<file path="config.mk">
export PLATFORM = sky130hd
export DESIGN_NAME = pwmsh_ctrl
export DESIGN_NICKNAME = d
export VERILOG_FILES = /design/src/rtl/pwmsh_pkg.sv /design/src/rtl/pwmsh_mode_reg.sv /design/src/rtl/pwmsh_gsync.sv /design/src/rtl/pwmsh_slot.sv /design/src/rtl/pwmsh_ctrl.sv
export SDC_FILE = /design/constraint.sdc
export NUM_CORES = 1
export LEC_CHECK = 0
export BUFFER_PORTS_ARGS = -buffer_cell sky130_fd_sc_hd__buf_2
export CAP_MARGIN = 20
export CELL_PAD_IN_SITES_DETAIL_PLACEMENT = 2
export CELL_PAD_IN_SITES_GLOBAL_PLACEMENT = 2
export CORE_UTILIZATION = 44
export DETAILED_ROUTE_END_ITERATION = 10
export GPL_ROUTABILITY_DRIVEN = 1
export GPL_TIMING_DRIVEN = 0
export PLACE_DENSITY = 0.87
export SYNTH_ARGS = -nofsm -noshare
export SYNTH_HDL_FRONTEND = slang
export SYNTH_SLANG_ARGS = --single-unit
export TNS_END_PERCENT = 30
</file>
<file path="constraint.sdc">
create_clock -name clk -period 3.3 [get_ports clk]
set_input_delay 0.495 -clock clk [delete_from_list [all_inputs] [get_ports clk]]
set_output_delay 0.495 -clock clk [all_outputs]
set_load 0.05 [all_outputs]
</file>
<file path="src/rtl/pwmsh_pkg.sv">
package pwmsh_pkg;
  localparam int N_SHORT   = 3;               // counter parameters, 1-bit mode
  localparam int N_LONG    = 5;               // waveform parameters, 2-bit mode
  localparam int NPARAM    = N_SHORT + N_LONG;
  localparam int LONG_BITS = 2 * N_LONG;
  localparam int MODE_W    = LONG_BITS + N_SHORT;
  localparam int SEL_MODE  = NPARAM;

  typedef enum logic [1:0] {
    CLS_IMM    = 2'd0,
    CLS_LOCAL  = 2'd1,
    CLS_GLOBAL = 2'd2
  } cls_e;
endpackage

</file>
<file path="src/rtl/pwmsh_mode_reg.sv">
module pwmsh_mode_reg
  import pwmsh_pkg::*;
#(
  parameter int SEL_W = 4
) (
  input  logic                clk,
  input  logic                rst_n,
  input  logic                wr_en,
  input  logic [SEL_W-1:0]    wr_sel,
  input  logic [MODE_W-1:0]   wr_mode,
  output logic [MODE_W-1:0]   mode_q,
  output logic [2*NPARAM-1:0] cls_vec
);
  logic              mode_we;
  logic [MODE_W-1:0] mode_n;

  always_comb begin
    mode_we = wr_en && (wr_sel == SEL_W'(SEL_MODE));
    mode_n  = mode_we ? wr_mode : mode_q;
  end

  always_ff @(posedge clk or negedge rst_n) begin
    if (!rst_n)       mode_q <= '0;
    else if (mode_we) mode_q <= mode_n;
  end

  // counter parameters take bits above the 2-bit fields
  for (genvar g = 0; g < NPARAM; g++) begin : g_dec
    if (g < N_SHORT) begin : g_short
      assign cls_vec[2*g +: 2] = mode_q[LONG_BITS + g] ? CLS_GLOBAL : CLS_LOCAL;
    end else begin : g_long
      logic [1:0] code;
      assign code = mode_q[2*(g-N_SHORT) +: 2];
      always_comb begin
        case (code)
          2'd2:    cls_vec[2*g +: 2] = CLS_LOCAL;
          2'd3:    cls_vec[2*g +: 2] = CLS_GLOBAL;
          default: cls_vec[2*g +: 2] = CLS_IMM;   // 0 and reserved 1
        endcase
      end
    end
  end
endmodule

</file>
<file path="src/rtl/pwmsh_gsync.sv">
module pwmsh_gsync (
  input  logic clk,
  input  logic rst_n,
  input  logic cnt_zero,
  input  logic gsync_req,
  output logic g_armed,
  output logic gsync_ack
);
  logic greq_q, greq_n, fire;

  always_comb begin
    g_armed = greq_q | gsync_req;
    fire    = cnt_zero & g_armed;
    greq_n  = fire ? 1'b0 : g_armed;
  end

  always_ff @(posedge clk or negedge rst_n) begin
    if (!rst_n) begin
      greq_q    <= 1'b0;
      gsync_ack <= 1'b0;
    end else begin
      greq_q    <= greq_n;
      gsync_ack <= fire;
    end
  end
endmodule

</file>
<file path="src/rtl/pwmsh_slot.sv">
module pwmsh_slot
  import pwmsh_pkg::*;
#(
  parameter int DW    = 16,
  parameter int SEL_W = 4,
  parameter int IDX   = 0
) (
  input  logic          clk,
  input  logic          rst_n,
  input  logic          wr_en,
  input  logic [SEL_W-1:0] wr_sel,
  input  logic [DW-1:0] wr_data,
  input  logic          cnt_zero,
  input  logic          g_armed,
  input  cls_e          cls,
  output logic [DW-1:0] act_q,
  output logic          pend_q
);
  logic [DW-1:0] shd_q, shd_n, act_n;
  logic          hit, eff_pend, allow, commit, pend_n, act_we;

  always_comb begin
    hit      = wr_en && (wr_sel == SEL_W'(IDX));
    shd_n    = hit ? wr_data : shd_q;
    eff_pend = pend_q | hit;
    allow    = (cls == CLS_GLOBAL) ? g_armed : 1'b1;
    commit   = cnt_zero && eff_pend && allow;
    act_n    = act_q;
    pend_n   = eff_pend;
    act_we   = 1'b0;
    if (hit && cls == CLS_IMM) begin
      act_n  = wr_data;
      pend_n = 1'b0;
      act_we = 1'b1;
    end else if (commit) begin
      act_n  = shd_n;          // bypass: same-cycle write wins
      pend_n = 1'b0;
      act_we = 1'b1;
    end
  end

  always_ff @(posedge clk or negedge rst_n) begin
    if (!rst_n) begin
      shd_q  <= '0;
      act_q  <= '0;
      pend_q <= 1'b0;
    end else begin
      if (hit)    shd_q <= shd_n;
      if (act_we) act_q <= act_n;
      pend_q <= pend_n;
    end
  end
endmodule

</file>
<file path="src/rtl/pwmsh_ctrl.sv">
module pwmsh_ctrl
  import pwmsh_pkg::*;
#(
  parameter int DW    = 16,
  parameter int SEL_W = 4
) (
  input  logic                 clk,
  input  logic                 rst_n,
  input  logic                 wr_en,
  input  logic [SEL_W-1:0]     wr_sel,
  input  logic [DW-1:0]        wr_data,
  input  logic                 cnt_zero,
  input  logic                 gsync_req,
  output logic                 gsync_ack,
  output logic [NPARAM*DW-1:0] act_vals,
  output logic [NPARAM-1:0]    pend_flags
);
  logic [MODE_W-1:0]   mode_q;
  logic [2*NPARAM-1:0] cls_vec;
  logic                g_armed;

  pwmsh_mode_reg #(.SEL_W(SEL_W)) mode_i (
    .clk     (clk),
    .rst_n   (rst_n),
    .wr_en   (wr_en),
    .wr_sel  (wr_sel),
    .wr_mode (wr_data[MODE_W-1:0]),
    .mode_q  (mode_q),
    .cls_vec (cls_vec)
  );

  pwmsh_gsync gsync_i (
    .clk       (clk),
    .rst_n     (rst_n),
    .cnt_zero  (cnt_zero),
    .gsync_req (gsync_req),
    .g_armed   (g_armed),
    .gsync_ack (gsync_ack)
  );

  for (genvar g = 0; g < NPARAM; g++) begin : g_slot
    pwmsh_slot #(.DW(DW), .SEL_W(SEL_W), .IDX(g)) slot_i (
      .clk      (clk),
      .rst_n    (rst_n),
      .wr_en    (wr_en),
      .wr_sel   (wr_sel),
      .wr_data  (wr_data),
      .cnt_zero (cnt_zero),
      .g_armed  (g_armed),
      .cls      (cls_e'(cls_vec[2*g +: 2])),
      .act_q    (act_vals[g*DW +: DW]),
      .pend_q   (pend_flags[g])
    );
  end
endmodule

</file>
# Word level (Yosys, flattened, before mapping)
# Index checks and enable logic that the tools add are counted.
# Widths: inputs -> output; s select.
dict set report op_classes {
  n_eq_ne 26
  mux 73
  n_bitwise 10
  n_reduce_logical 58
}
# op count
set op_table {}
lappend op_table {{$mux 16} 24}
lappend op_table {{$mux 1} 41}
lappend op_table {{$eq 2x2->1 const B} 18}
lappend op_table {{$logic_and 1x1->1} 33}
lappend op_table {{$pmux 2 s2} 5}
lappend op_table {{$eq 4x3->1 const B} 4}
lappend op_table {{$logic_not 2->1} 8}
lappend op_table {{$reduce_and 2->1} 8}
lappend op_table {{$reduce_bool 2->1} 8}
lappend op_table {{$or 1x1->1} 9}
lappend op_table {{$eq 4x2->1 const B} 2}
lappend op_table {{$mux 2} 3}
lappend op_table {{$eq 4x1->1 const B} 1}
lappend op_table {{$eq 4x4->1 const B} 1}
lappend op_table {{$logic_not 4->1} 1}
lappend op_table {{$and 1x1->1} 1}
dict set report word_totals {
  reg_bits 279
}

# Logic depth before layout (Yosys ltp)
dict set report logic_depth {
  depth_word 8
  mapped_depth 7
  ltp_nobuf 4
}

# Cells and area by module
# Synthesis repeated with hierarchy kept, for this count alone.
dict set report hier_totals {
  cells_unflattened 666
  hier_area_um2 10981.8
}
# mod n_inst cells_each area_per_inst_um2
set by_module_without_submodules {}
lappend by_module_without_submodules {{pwmsh_slot (g_slot[1].slot_i ...)} 3 77 1292.5}
lappend by_module_without_submodules {{pwmsh_slot (g_slot[3].slot_i ...)} 3 77 1285.0}
lappend by_module_without_submodules {{pwmsh_slot (g_slot[0].slot_i)} 1 77 1290.0}
lappend by_module_without_submodules {{pwmsh_slot (g_slot[7].slot_i)} 1 77 1281.2}
lappend by_module_without_submodules {pwmsh_mode_reg 1 45 604.3}
lappend by_module_without_submodules {pwmsh_gsync 1 5 73.8}

# Least setup slack after synthesis
# OpenSTA, ideal clock, no wires.
dict set report synth_timing {
  path_kind {input port to flip-flop}
  startpoint {input wr_sel[3]}
  endpoint {register g_slot[6].slot_i.act_q[10]}
  setup_time_ns 0.125
  arrival_ns 1.951
  required_time_ns 3.175
  slack_ns 1.224
  stages 6
  cell_sequence {and2b_1 and4b_1 buf_2 buf_2 mux2_2 mux2_2}
}
dict set report synth_via {
  elab_chain_len 8
  word_cells_on_any_way 13
  cone_classes {eq/ne: 1; mux: 5; bitwise: 1; reduce/logical: 6}
}
# element line
set synth_rtl {}
lappend synth_rtl {{from (decl)} pwmsh_ctrl.sv:10} ;# input logic [SEL_W-1:0] wr_sel,
lappend synth_rtl {{$eq 4x3->1 *} pwmsh_slot.sv:23} ;# hit = wr_en && (wr_sel == SEL_W'(IDX));
lappend synth_rtl {{$logic_and 1x1->1 *} pwmsh_slot.sv:23}
lappend synth_rtl {{$or 1x1->1} pwmsh_slot.sv:25} ;# eff_pend = pend_q | hit;
lappend synth_rtl {{$logic_and 1x1->1 (2 in series)} pwmsh_slot.sv:27} ;# commit = cnt_zero && eff_pend && allow;
lappend synth_rtl {{$mux 1} pwmsh_slot.sv:35} ;# end else if (commit) begin
lappend synth_rtl {{$mux 1} pwmsh_slot.sv:31} ;# if (hit && cls == CLS_IMM) begin
lappend synth_rtl {{$reduce_and 2->1 (no line)} n/a}
lappend synth_rtl {{to (signal assigned)} pwmsh_slot.sv:49} ;# if (act_we) act_q <= act_n;
lappend synth_rtl {{to (decl)} pwmsh_slot.sv:16} ;# output logic [DW-1:0] act_q,
# Mark *: on every way between the ends. The rest lies on a longest branch, timed or not. The select of a mux whose other input is x is not followed.
# A chain may end at the register's enable or synchronous reset.

# Worst setup path in the final report
dict set report layout_timing {
  startpoint {register gsync_i.greq_q}
  endpoint {register g_slot[4].slot_i.act_q[14]}
}
dict set report layout_via {
  elab_chain_len 6
  word_cells_on_any_way 7
  cone_classes {mux: 3; bitwise: 1; reduce/logical: 3}
}
# element line
set layout_rtl {}
lappend layout_rtl {{from (decl)} pwmsh_gsync.sv:9} ;# logic greq_q, greq_n, fire;
lappend layout_rtl {{from (signal assigned)} pwmsh_gsync.sv:22} ;# greq_q <= greq_n;
lappend layout_rtl {{$or 1x1->1 *} pwmsh_gsync.sv:12} ;# g_armed = greq_q | gsync_req;
lappend layout_rtl {{$mux 1 *} pwmsh_slot.sv:26} ;# allow = (cls == CLS_GLOBAL) ? g_armed : 1'b1;
lappend layout_rtl {{$logic_and 1x1->1 *} pwmsh_slot.sv:27}
lappend layout_rtl {{$mux 1} pwmsh_slot.sv:35}
lappend layout_rtl {{$mux 1} pwmsh_slot.sv:31}
lappend layout_rtl {{$reduce_and 2->1 (no line) *} n/a}
lappend layout_rtl {{to (signal assigned)} pwmsh_slot.sv:49}
lappend layout_rtl {{to (decl)} pwmsh_slot.sv:16}
# Mark *: on every way between the ends. The rest lies on a longest branch, timed or not.

==> results.ini <==
[run_status]
status=finished clean

[detailed_routing]
wire_per_inst_microns=24.4
antenna_left=0
wirelength_mm=28.8
drc_errors=0
drt-vias-per-instance=5.20
vias=6125
drtIter0Drc=239
first_pass_iters=4

[worst_setup_path]
worstPathRequired_ns=3.73
reg2reg_depth=6
r2r-end=g_slot[4].slot_i.act_q[14]$_DFFE_PN0P_
critPathArrivalTime_ns=2.80
endpoint_kind=register
worstReg2RegStart=gsync_i.greq_q$_DFF_PN0_
crit_type=register to register
regToRegSetupSlack_ns=0.92
crit_top_cell=buf_2
cp-start-kind=register
worstPathCellList=nor2_1, a21o_1, a22o_1, buf_2, buf_2, mux2_2
cp_slowest_cell=nor2_1
max_stage_delay_ns=0.56
crit_fanout=10

[cts]
cts_resized=0
cts_tree=yes
clock_sinks=279
cts_root_buffer=clkbuf_16
clkLatencyLatePin_ns=0.54
clkTransAtPathRegs_ns=0.06
cts.path.max_buffers=3
htreeDepth=1
cts_setup_buffers=0
cts_made_buffers=31
hold_buffers=1

[global_route]
grt_pass1_vias=7272
grt.total_usage_pct=24.4
grt_pass1_wl_mm=44.8
overflow=0
grt_max_degree=134
grt_antenna_before_repair=2

[final_layout]
final_area_sq_mm=0.0129
post_layout_nonfiller_instances=1179
fin_nets=863
synthToLayoutAreaGrowth_pct=21.2
n_fill_cell=2137
regArea_sq_mm=0.00698
finish.utilization_pct=54.6
multi_input_area_sq_mm=0.00342
drive_gt1_share_pct=59.1

[synth]
synth_top_area_share_pct=65.8
synth_ff_type=dfrtp_1
synth_fp_nets=666
yosysMostFrequentCell=dfrtp_1
synthArstFlopShare_pct=100
ys_ff_latch=279
netlist_area_sq_mm=0.0106
syn-mean-instance-area_sq_um=16.6
synthTopCellsByArea=dfrtp_1 (66%), mux2_2 (27%), mux2_1 (1.1%), buf_4 (0.85%), buf_2 (0.75%)
synth.largest_area_cell=dfrtp_1
synth_edf_count=0
synth_cells=641
synth_warnings=0
ys_types=34
synth_common_cells=dfrtp_1 (279), mux2_2 (259), buf_2 (16)
yosysSeqAreaShare_pct=65.8

[timing]
worst_slew_pin_slew_ns=0.720
slew_headroom_pct=51.8
fmax_mhz=421
fin_crit_sh_pct=72.0
whs_ns=0.313
setup_viol=0
rsz0062_at_grt=false
fin_crit_ns=2.38
drv_slew=0
tns_ns=0
fin_skew_ns=0.00996
hold_viol=0

[place]
place_congestion=0.751
placed_area_sq_mm=0.0119
port-buffer-count=161
dp.cells=1123
dp_hpwl_mm=19.4

[min_path]
hold_class=primary input to register
whs_path_depth=3
min_from=gsync_req
hold_path_end=g_slot[5].slot_i.pend_q$_DFF_PN0_

[floorplan]
ios=162
die_h_microns=157
die_area_sq_mm=0.0248
start_util_pct=45.1
die-width_microns=157
std_cell_rows=56
coreArea_sq_mm=0.0235

[flow_run]
max_cap_viol_count=0

[pwr]
cellPowerDensity_mw_per_mm2=934
p_leak_nw=6.34
peakVddDrop_uv=531

flip-flops by register name (all words and copies together), names as in the netlist:
| register | count |
|---|---|
| g_slot.slot_i.act_q | 128 |
| mode_i.mode_q | 13 |
| g_slot.slot_i.shd_q | 128 |
| gsync_i.gsync_ack | 1 |
| g_slot.slot_i.pend_q | 8 |
| gsync_i.greq_q | 1 |
logic make-up after synthesis:
family	Yosys count	share of synthesized area [%]
simple gates	34	1.99
compound gates	24	1.72
flops	279	65.8
buf+inv	35	1.99
mux	269	28.5
worst max-delay path by stage:
stage | start | end | slack (ns)
finish | gsync_i.greq_q$_DFF_PN0_ | g_slot[4].slot_i.act_q[14]$_DFFE_PN0P_ | 0.92
floorplan | wr_sel[3] | g_slot[6].slot_i.act_q[10]$_DFFE_PN0P_ | 1.22
detailed placement | wr_sel[3] | g_slot[2].slot_i.act_q[14]$_DFFE_PN0P_ | 0.56
global placement | rst_n | g_slot[6].slot_i.act_q[9]$_DFFE_PN0P_ | -2.94
global route | gsync_i.greq_q$_DFF_PN0_ | g_slot[4].slot_i.act_q[7]$_DFFE_PN0P_ | 0.72
CTS | gsync_i.greq_q$_DFF_PN0_ | g_slot[4].slot_i.act_q[14]$_DFFE_PN0P_ | 0.90
where the power goes:
part	switching [mW]	internal, mW
clock	1.34	1.92
combinational	2.81	1.10
sequential	0.474	4.37
routing by layer:
| layer | up-vias | track usage (%) | wire [microns] |
|---|---|---|---|
| li1 | 2668 | - | - |
| met3 | 38 | 4.87 | 1420 |
| met1 | 3270 | 29.8 | 11700 |
| met5 | - | 0 | 13 |
| met4 | 2 | 4.85 | 470 |
| met2 | 147 | 44.4 | 15200 |
cells in the final DEF (no fill, tap or decap), types with 2 or more instances in the layout:
| cell type | n |
|---|---|
| inv_1 | 2 |
| o221a_2 | 2 |
| buf_4 | 12 |
| clkbuf_16 | 31 |
| dfrtp_1 | 279 |
| a21oi_1 | 8 |
| clkinv_2 | 3 |
| nor2_1 | 10 |
| buf_2 | 176 |
| clkbuf_1 | 10 |
| nand2_1 | 6 |
| buf_6 | 2 |
| o2bb2ai_2 | 2 |
| clkbuf_8 | 9 |
| inv_6 | 2 |
| a21o_1 | 4 |
| nor3b_2 | 3 |
| o21ai_0 | 3 |
| buf_16 | 2 |
| mux2_1 | 10 |
| a22o_1 | 2 |
| and2_1 | 4 |
| mux2_2 | 259 |
final cells by class:
cell class,count,share of cell area (%)
clock buffers,49,7.26
multi-input cells,327,26.6
diodes,1,0.0195
well taps,319,3.10
clock inverters,5,0.253
flip-flops and latches,279,54.3
inverters,3,0.0875
repair buffers,164,6.85
plain buffers,32,1.56
critical path: cells and delay by family (launching register included):
kind,cells,cell delay (ns)
AO/OA/AOI/OAI,2,0.38
flip-flops,1,0.38
buffers and inverters,2,0.54
AND/OR/NAND/NOR,1,0.56
multiplexers,1,0.39
through the flow:
step | worst slack (ns) | total power, mW
after floorplan | 1.22 | 7.61
after global placement | -2.94 | 8.50
after detailed placement | 0.556 | 8.79
after CTS | 0.897 | 12.2
after global routing | 0.721 | 12.5
final | 0.924 | 12.0
Power figures use the tool's default switching activity.
